`config.mk`:
```
export PLATFORM = sky130hd
export DESIGN_NAME = hall_capture_bank
export DESIGN_NICKNAME = d
export VERILOG_FILES = /design/src/rtl/hall_cap_pkg.sv /design/src/rtl/hall_phase_ctr.sv /design/src/rtl/hall_group_bank.sv /design/src/rtl/hall_capture_bank.sv
export SDC_FILE = /design/constraint.sdc
export NUM_CORES = 2
export LEC_CHECK = 0
export CORE_MARGIN = 4
export CORE_UTILIZATION = 32
export DETAILED_ROUTE_END_ITERATION = 8
export HOLD_SLACK_MARGIN = 0.03
export SYNTH_ARGS = -nofsm -noshare
export SYNTH_HDL_FRONTEND = slang
export SYNTH_SLANG_ARGS = --single-unit
export TNS_END_PERCENT = 1
```
`constraint.sdc`:
```
create_clock -name clk -period 4.3 [get_ports clk]
set_clock_uncertainty 0.2 [all_clocks]
set_input_delay 0.86 -clock clk [delete_from_list [all_inputs] [get_ports clk]]
set_output_delay 0.86 -clock clk [all_outputs]
set_load 0.005 [all_outputs]
```
`src/rtl/hall_cap_pkg.sv`:
```
package hall_cap_pkg;
  // read-port set numbers
  localparam logic [1:0] GRP_LIVE = 2'd0;
  localparam logic [1:0] GRP_READ = 2'd1;
  localparam logic [1:0] GRP_SNP0 = 2'd2;
  localparam logic [1:0] GRP_SNP1 = 2'd3;
  // level vector bit positions
  localparam int LVL_U = 2;
  localparam int LVL_V = 1;
  localparam int LVL_W = 0;
  localparam int NPH   = 3;
endpackage

```
`src/rtl/hall_phase_ctr.sv`:
```
module hall_phase_ctr #(
  parameter int CNT_W = 28
) (
  input  logic             clk,
  input  logic             rst,
  input  logic             clr,
  input  logic             lvl_i,
  output logic             lvl_q_o,
  output logic [CNT_W-1:0] cnt_o,
  output logic [CNT_W-1:0] hist_rise_o,
  output logic [CNT_W-1:0] hist_fall_o
);
  localparam logic [CNT_W-1:0] CNT_MAX = '1;

  always_ff @(posedge clk) begin
    if (rst) begin
      lvl_q_o     <= 1'b0;
      cnt_o       <= '0;
      hist_rise_o <= '0;
      hist_fall_o <= '0;
    end else begin
      lvl_q_o <= lvl_i;
      if (clr) begin
        cnt_o       <= '0;
        hist_rise_o <= '0;
        hist_fall_o <= '0;
      end else if (lvl_i != lvl_q_o) begin
        cnt_o <= '0;
        if (lvl_i) hist_rise_o <= cnt_o;
        else       hist_fall_o <= cnt_o;
      end else if (cnt_o != CNT_MAX) begin
        cnt_o <= cnt_o + 1'b1;
      end
    end
  end
endmodule

```
`src/rtl/hall_group_bank.sv`:
```
module hall_group_bank #(
  parameter int GW = 128
) (
  input  logic          clk,
  input  logic          rst,
  input  logic          clr,
  input  logic          ld_read,
  input  logic          ld_snap,
  input  logic [GW-1:0] live_i,
  output logic [GW-1:0] rd_o,
  output logic [GW-1:0] s0_o,
  output logic [GW-1:0] s1_o
);
  always_ff @(posedge clk) begin
    if (rst || clr) begin
      rd_o <= '0;
      s0_o <= '0;
      s1_o <= '0;
    end else begin
      if (ld_read) rd_o <= live_i;
      if (ld_snap) begin
        s0_o <= live_i;
        s1_o <= s0_o;
      end
    end
  end
endmodule

```
`src/rtl/hall_capture_bank.sv`:
```
module hall_capture_bank
  import hall_cap_pkg::*;
#(
  parameter int CNT_W = 28,
  parameter int TMR_W = 32,
  parameter int NEV   = 7
) (
  input  logic             clk,
  input  logic             rst,
  input  logic [2:0]       hall_lvl_i,
  input  logic             dir_i,
  input  logic [NEV-1:0]   evt_i,
  input  logic [NEV-1:0]   evt_rd_en_i,
  input  logic             read_cmd_i,
  input  logic             clr_cmd_i,
  input  logic             snap_en_i,
  input  logic             snap_i,
  input  logic [1:0]       grp_sel_i,
  input  logic [1:0]       hist_sel_i,
  output logic [CNT_W+3:0] u_word_o,
  output logic [CNT_W+3:0] v_word_o,
  output logic [CNT_W+3:0] w_word_o,
  output logic [TMR_W-1:0] tmr_o,
  output logic [CNT_W-1:0] hist_rise_o,
  output logic [CNT_W-1:0] hist_fall_o
);
  localparam int WW = CNT_W + 4;
  localparam int GW = 3 * WW + TMR_W;

  logic [2:0]            lvl_q;
  logic [2:0][CNT_W-1:0] cnt_q;
  logic [2:0][CNT_W-1:0] hr_q;
  logic [2:0][CNT_W-1:0] hf_q;
  logic [TMR_W-1:0]      tmr_q;
  logic                  dir_q;
  logic                  snap_q;
  logic                  ld_read;
  logic                  ld_snap;
  logic [GW-1:0]         live_grp;
  logic [GW-1:0]         rd_grp;
  logic [GW-1:0]         s0_grp;
  logic [GW-1:0]         s1_grp;
  logic [GW-1:0]         sel_grp;

  for (genvar b = 0; b < NPH; b++) begin : g_ph
    hall_phase_ctr #(.CNT_W(CNT_W)) u_ctr (
      .clk        (clk),
      .rst        (rst),
      .clr        (clr_cmd_i),
      .lvl_i      (hall_lvl_i[b]),
      .lvl_q_o    (lvl_q[b]),
      .cnt_o      (cnt_q[b]),
      .hist_rise_o(hr_q[b]),
      .hist_fall_o(hf_q[b])
    );
  end

  always_ff @(posedge clk) begin
    if (rst) begin
      tmr_q  <= '0;
      dir_q  <= 1'b0;
      snap_q <= 1'b0;
    end else begin
      tmr_q  <= clr_cmd_i ? '0 : tmr_q + 1'b1;
      dir_q  <= dir_i;
      snap_q <= snap_i;
    end
  end

  assign ld_read = read_cmd_i | (|(evt_i & evt_rd_en_i));
  assign ld_snap = snap_en_i & snap_i & ~snap_q;

  assign live_grp = {dir_q, lvl_q[LVL_U], lvl_q[LVL_V], lvl_q[LVL_W], cnt_q[LVL_U],
                     4'b0000, cnt_q[LVL_V],
                     4'b0000, cnt_q[LVL_W],
                     tmr_q};

  hall_group_bank #(.GW(GW)) u_bank (
    .clk    (clk),
    .rst    (rst),
    .clr    (clr_cmd_i),
    .ld_read(ld_read),
    .ld_snap(ld_snap),
    .live_i (live_grp),
    .rd_o   (rd_grp),
    .s0_o   (s0_grp),
    .s1_o   (s1_grp)
  );

  always_comb begin
    case (grp_sel_i)
      GRP_LIVE: sel_grp = live_grp;
      GRP_READ: sel_grp = rd_grp;
      GRP_SNP0: sel_grp = s0_grp;
      default:  sel_grp = s1_grp;
    endcase
  end

  always_ff @(posedge clk) begin
    if (rst) begin
      u_word_o    <= '0;
      v_word_o    <= '0;
      w_word_o    <= '0;
      tmr_o       <= '0;
      hist_rise_o <= '0;
      hist_fall_o <= '0;
    end else begin
      u_word_o <= sel_grp[GW-1 -: WW];
      v_word_o <= sel_grp[GW-WW-1 -: WW];
      w_word_o <= sel_grp[GW-2*WW-1 -: WW];
      tmr_o    <= sel_grp[TMR_W-1:0];
      case (hist_sel_i)
        2'd0: begin hist_rise_o <= hr_q[LVL_U]; hist_fall_o <= hf_q[LVL_U]; end
        2'd1: begin hist_rise_o <= hr_q[LVL_V]; hist_fall_o <= hf_q[LVL_V]; end
        2'd2: begin hist_rise_o <= hr_q[LVL_W]; hist_fall_o <= hf_q[LVL_W]; end
        default: begin hist_rise_o <= '0; hist_fall_o <= '0; end
      endcase
    end
  end
endmodule

```
# == Word level (Yosys, flattened, before mapping) ==
# Cells that the tools add are included.
# totals
reg_bits,833
inputBits,28
out_inout_bits,184
word_cells,63
# op_classes
n_addsub,4
eq_ne,10
n_mux,3
bitwise,8
reduce_logical,14
# op_table
op,count
$pmux W128 S3,1
$pmux W28 S3,2
$add A28 B1 Y28 const B,3
$ne A28 B28 Y1 const B,3
$add A32 B1 Y32 const B,1
$reduce_and A2 Y1,6
$reduce_or A3 Y1,3
$and A7 B7 Y7,1
$reduce_or A7 Y1,1
$eq A2 B1 Y1 const B,2
$eq A2 B2 Y1 const B,2
$logic_not A2 Y1,2
$not A1 Y1,4
$ne A1 B1 Y1,3
$and A1 B1 Y1,2
$reduce_or A2 Y1,1
$logic_or A1 B1 Y1,1
$or A1 B1 Y1,1

# == Depth between registers and ports, before layout ==
# logic_depth
ltp_word,3
ltp_mapped,9
mapped_depth_nobuf,6

# == By module ==
# A second synthesis with hierarchy kept.
# hier_totals
hier_cells,3270
hier_area_um2,34674.5
# modules_own_cells
module,instances,cells_per_inst,area_per_inst_um2,seq_area_each_um2
hall_group_bank,1,1239,13738.2,7687.4
hall_phase_ctr,3,368,3503.4,1701.6
hall_capture_bank,1,927,10426.2,4364.2

# == Worst setup path before layout ==
# Ideal clock, no wire load.
# synth_timing
path_kind,input to register
start,input port grp_sel_i[0]
end,register tmr_o[26]
setup_time_ns,0.128
arrival_ns,2.232
required_time_ns,3.972
slack_ns,1.740
stages,4
path_buffers,2
path_cell_list,clkbuf_1 > clkbuf_1 > mux4_2 > nor2b_1
# synth_via
elab_chain_len,2
word_cells_on_any_way,4
classes_between,2 x eq/ne; 1 x mux; 1 x reduce/logical
# synth_lines
element,line_no,rtl
start: declaration,hall_capture_bank.sv:18,"input logic [1:0] grp_sel_i,"
$eq A2 B2 Y1 (tied with other cells),hall_capture_bank.sv:91,case (grp_sel_i)
$pmux W128 S3 *,hall_capture_bank.sv:91,
end signal: assignment,hall_capture_bank.sv:111,tmr_o <= sel_grp[TMR_W-1:0];
end: declaration,hall_capture_bank.sv:23,"output logic [TMR_W-1:0] tmr_o,"
# Every way passes the cells marked *; elsewhere a longest branch is shown, timed or not.
# A chain may end at the register's enable or synchronous reset.

# == Worst setup path after layout ==
# layout_timing
start,register g_ph[1].u_ctr.cnt_o[1]
end,register g_ph[1].u_ctr.cnt_o[26]
# layout_via
elab_chain_len,1
word_cells_on_any_way,2
classes_between,1 x add/sub; 1 x eq/ne
# layout_lines
element,line_no,rtl
start: declaration,hall_phase_ctr.sv:9,"output logic [CNT_W-1:0] cnt_o,"
start signal: assignment,hall_phase_ctr.sv:32,cnt_o <= cnt_o + 1'b1;
$add A28 B1 Y28 or $ne A28 B28 Y1 (tied branches),"hall_phase_ctr.sv:32, hall_phase_ctr.sv:31",
# Parallel ways exist; a longest one is shown, timed or not.

==> run metrics <==
setup repair bufs after CTS 0; Final Hold Viols 0; Unique masters post-synth 55; PostCTS Resize Cnt 0; Multi-input gate area between 15000 and 20000 µm²; Power Dens Cells roughly 420 nW/µm²; HP Class register to register; final worst slack between 1 and 1.5 ns; Core ar. between 100000 and 150000 µm²; fraction of layout cells with a size suffix above 1 0.09801; dpl cell area between 30000 and 40000 µm²; Fin Hold WS between 0.2 and 0.25 ns; R2R Path End g_ph[1].u_ctr.cnt_o[26]; Final Critical Period roughly 2.9 ns; effective utilization at floorplan 0.3230; cell count after synthesis between 3000 and 4000; Worst Tran Pin Value 1.003 ns; final number of setup-violating endpoints 0; antenna violations before repair 3; Routed Antenna Nets 0; Critical R2R Launch g_ph[1].u_ctr.cnt_o[1]; fin. max-slew vios 0; Async S/R FF share, synth 0; final WL roughly 87 mm; WS Path Type register to register; outcome completed; number of cell rows 117; CTS tree done; Req. time, crit path about 4.6 ns; Finished Layout Cells between 4000 and 5000; WP data arrival 3.20 ns; root buf cell clkbuf_16; Static Leak 12.86 nW; ys flop type dfxtp_1; CP startpoint kind register; worst hold stages 2; pre-CTS WS roughly 1.1 ns; period utilization 0.6703; Avg WL per Cell 17.55 µm; vias in the first global route ~23000; max-cap viol count 0; overall power between 15 and 20 mW; largest net degree at the start of global routing 106; gr usage total 0.1562; max frequency roughly 0.35 GHz; clk_lat worst skew about 0.65 ns; Die Y 328.7 µm; Reg clk slew, reported paths approximately 0.06 ns; RSZ-0062 raised after global routing false; critical path fanouts, max 12; Endpoint, Worst Hold u_bank.s1_o[78]; IO Pins ~210; reg2reg setup slack around 1.4 ns; commonest non-fill, non-tap cell in the layout dfxtp_1; share of the yosys chip area belonging to registers 0.5018; clock sinks a little over 800; DRC viols 0; port bufs just over 200; CTS H-tree lvls 3; TNS Setup 0 ns; synthesis-stage register bit count between 800 and 900; Worst setup EP type register; average size of a mapped cell 9.524 µm²; CTS Hold Bufs 0; Net count, final about 3500; DRT Pass-1 Iters 6; Slew headroom 0.3249; path depth of the worst reg2reg path 6; fillers roughly 10000; die footprint around 110000 µm²; Register Area around 17000 µm²; Ys Warns 0; Final HPWL DP around 58 mm; DIE WIDTH 328.7 µm; CTS buffer count 91; maximum vdd drop 276.2 µV; Final Util 0.3837; design area between 30000 and 40000 µm²; gr ovfl total 0; first-pass GRT wire length 134.4 mm; post-synthesis cell area between 30000 and 40000 µm²; CTS Buffer Depth 3; Vias 23881; Area Overhead vs Synth 18.77%; GP Congestion 0.7919; most frequent cells in the layout dfxtp_1, nand2_1, nor2_1; Vias/cell 4.844; Worst Hold Launch u_bank.s1_o[78]; 1st-iter DRT viols between 1500 and 2000; EDFF count, synth 0; Placed Cells 4766
==> cell families (layout without fill, tap and decap cells) <==
kind of cell / count (synthesis) / count (layout) / share of synthesized area
muxes: 468 / 468 / 0.1879
xor gates and xnor gates: 83 / 83 / 0.02209
and+or+nand+nor: 1339 / 1339 / 0.1773
AOI/OAI and AO/OA: 391 / 391 / 0.06383
buffers and inverters: 339 / 437 / 0.04311
adders and majority gates: 10 / 10 / 0.003801
other: 1 / 9 / 0.0001139
DFF: 825 / 825 / 0.5018
==> where the power goes <==
group          total [mW]  switching [mW]  leakage [nW]  internal [mW]
Sequential           7.67          0.0150          6.64           7.65
Combinational       0.598           0.404          4.70          0.193
Clock                8.04            3.22          1.52           4.82
==> worst max-delay path by stage <==
stage / startpoint / to / slack (ns) / cells past startpoint
final: g_ph[1].u_ctr.cnt_o[1] / g_ph[1].u_ctr.cnt_o[26] / 1.42 / 6
after floorplan: grp_sel_i[0] / tmr_o[26] / 1.74 / 4
after global placement: evt_i[0] / u_bank.rd_o[87] / 1.11 / 7
after global routing: g_ph[1].u_ctr.cnt_o[1] / g_ph[1].u_ctr.cnt_o[0] / 1.28 / 6
after CTS: g_ph[1].u_ctr.cnt_o[1] / g_ph[1].u_ctr.cnt_o[26] / 1.42 / 6
after detailed placement: evt_i[0] / u_bank.rd_o[104] / 1.08 / 7
==> layer usage <==
| metal | GRT usage | wire length, µm | vias to the layer above |
|---|---|---|---|
| met1 | 0.2162 | 40010 | 11566 |
| met3 | 0.02899 | 4282 | 110 |
| li1 | - | - | 11699 |
| met4 | 0.03634 | 1648 | 2 |
| met5 | 0 | 13 | - |
| met2 | 0.2533 | 40560 | 504 |
==> cell type report <==
class,instances,area share
Antenna cell,1,0.00006401
Clock buffer,125,0.06619
Clock inverter,38,0.01309
Inverter,15,0.001440
Multi-Input combinational cell,2299,0.3849
Sequential cell,825,0.4225
Tap cell,1368,0.04379
Timing Repair Buffer,259,0.06805
==> Yosys cell counts (all sizes together), types with 7 or more instances <==
library cell | instances | area [µm²]
nor4 | 14 | 121.4
mux2i | 348 | 3483
dfxtp | 825 | 16520
nor2 | 500 | 1877
nand3 | 46 | 235.2
clkbuf | 201 | 755.7
nor3 | 20 | 100.1
buf | 123 | 606.8
inv | 15 | 56.30
nand2 | 533 | 2001
xnor2 | 62 | 543.0
and4 | 24 | 210.2
a21oi | 340 | 1702
or4 | 8 | 60.06
and2 | 7 | 43.79
xor2 | 21 | 183.9
nor2b | 123 | 769.5
and3 | 11 | 68.82
o21ai | 12 | 60.05
or3 | 10 | 62.56
a211oi | 9 | 67.56
nand4 | 33 | 219.0
ha | 10 | 125.1
mux4 | 120 | 2703
==> state kept, by name (all words and copies together), names as in the netlist <==
signal	cells
dir_q	1
g_ph.u_ctr.cnt_o	84
g_ph.u_ctr.hist_fall_o	84
g_ph.u_ctr.hist_rise_o	84
g_ph.u_ctr.lvl_q_o	3
hist_fall_o	28
hist_rise_o	28
snap_q	1
tmr_o	32
tmr_q	32
u_bank.rd_o	120
u_bank.s0_o	120
u_bank.s1_o	120
u_word_o	32
v_word_o	28
w_word_o	28
==> critical path, cell delays in order (launching register included) <==
cell	delay, ns
dfxtp_1	0.63
ha_1	0.38
and4_1	0.25
nand4_1	0.43
nor3_1	0.56
nor4bb_1	0.26
nor3_1	0.06
(Power assumes the default switching activity.)
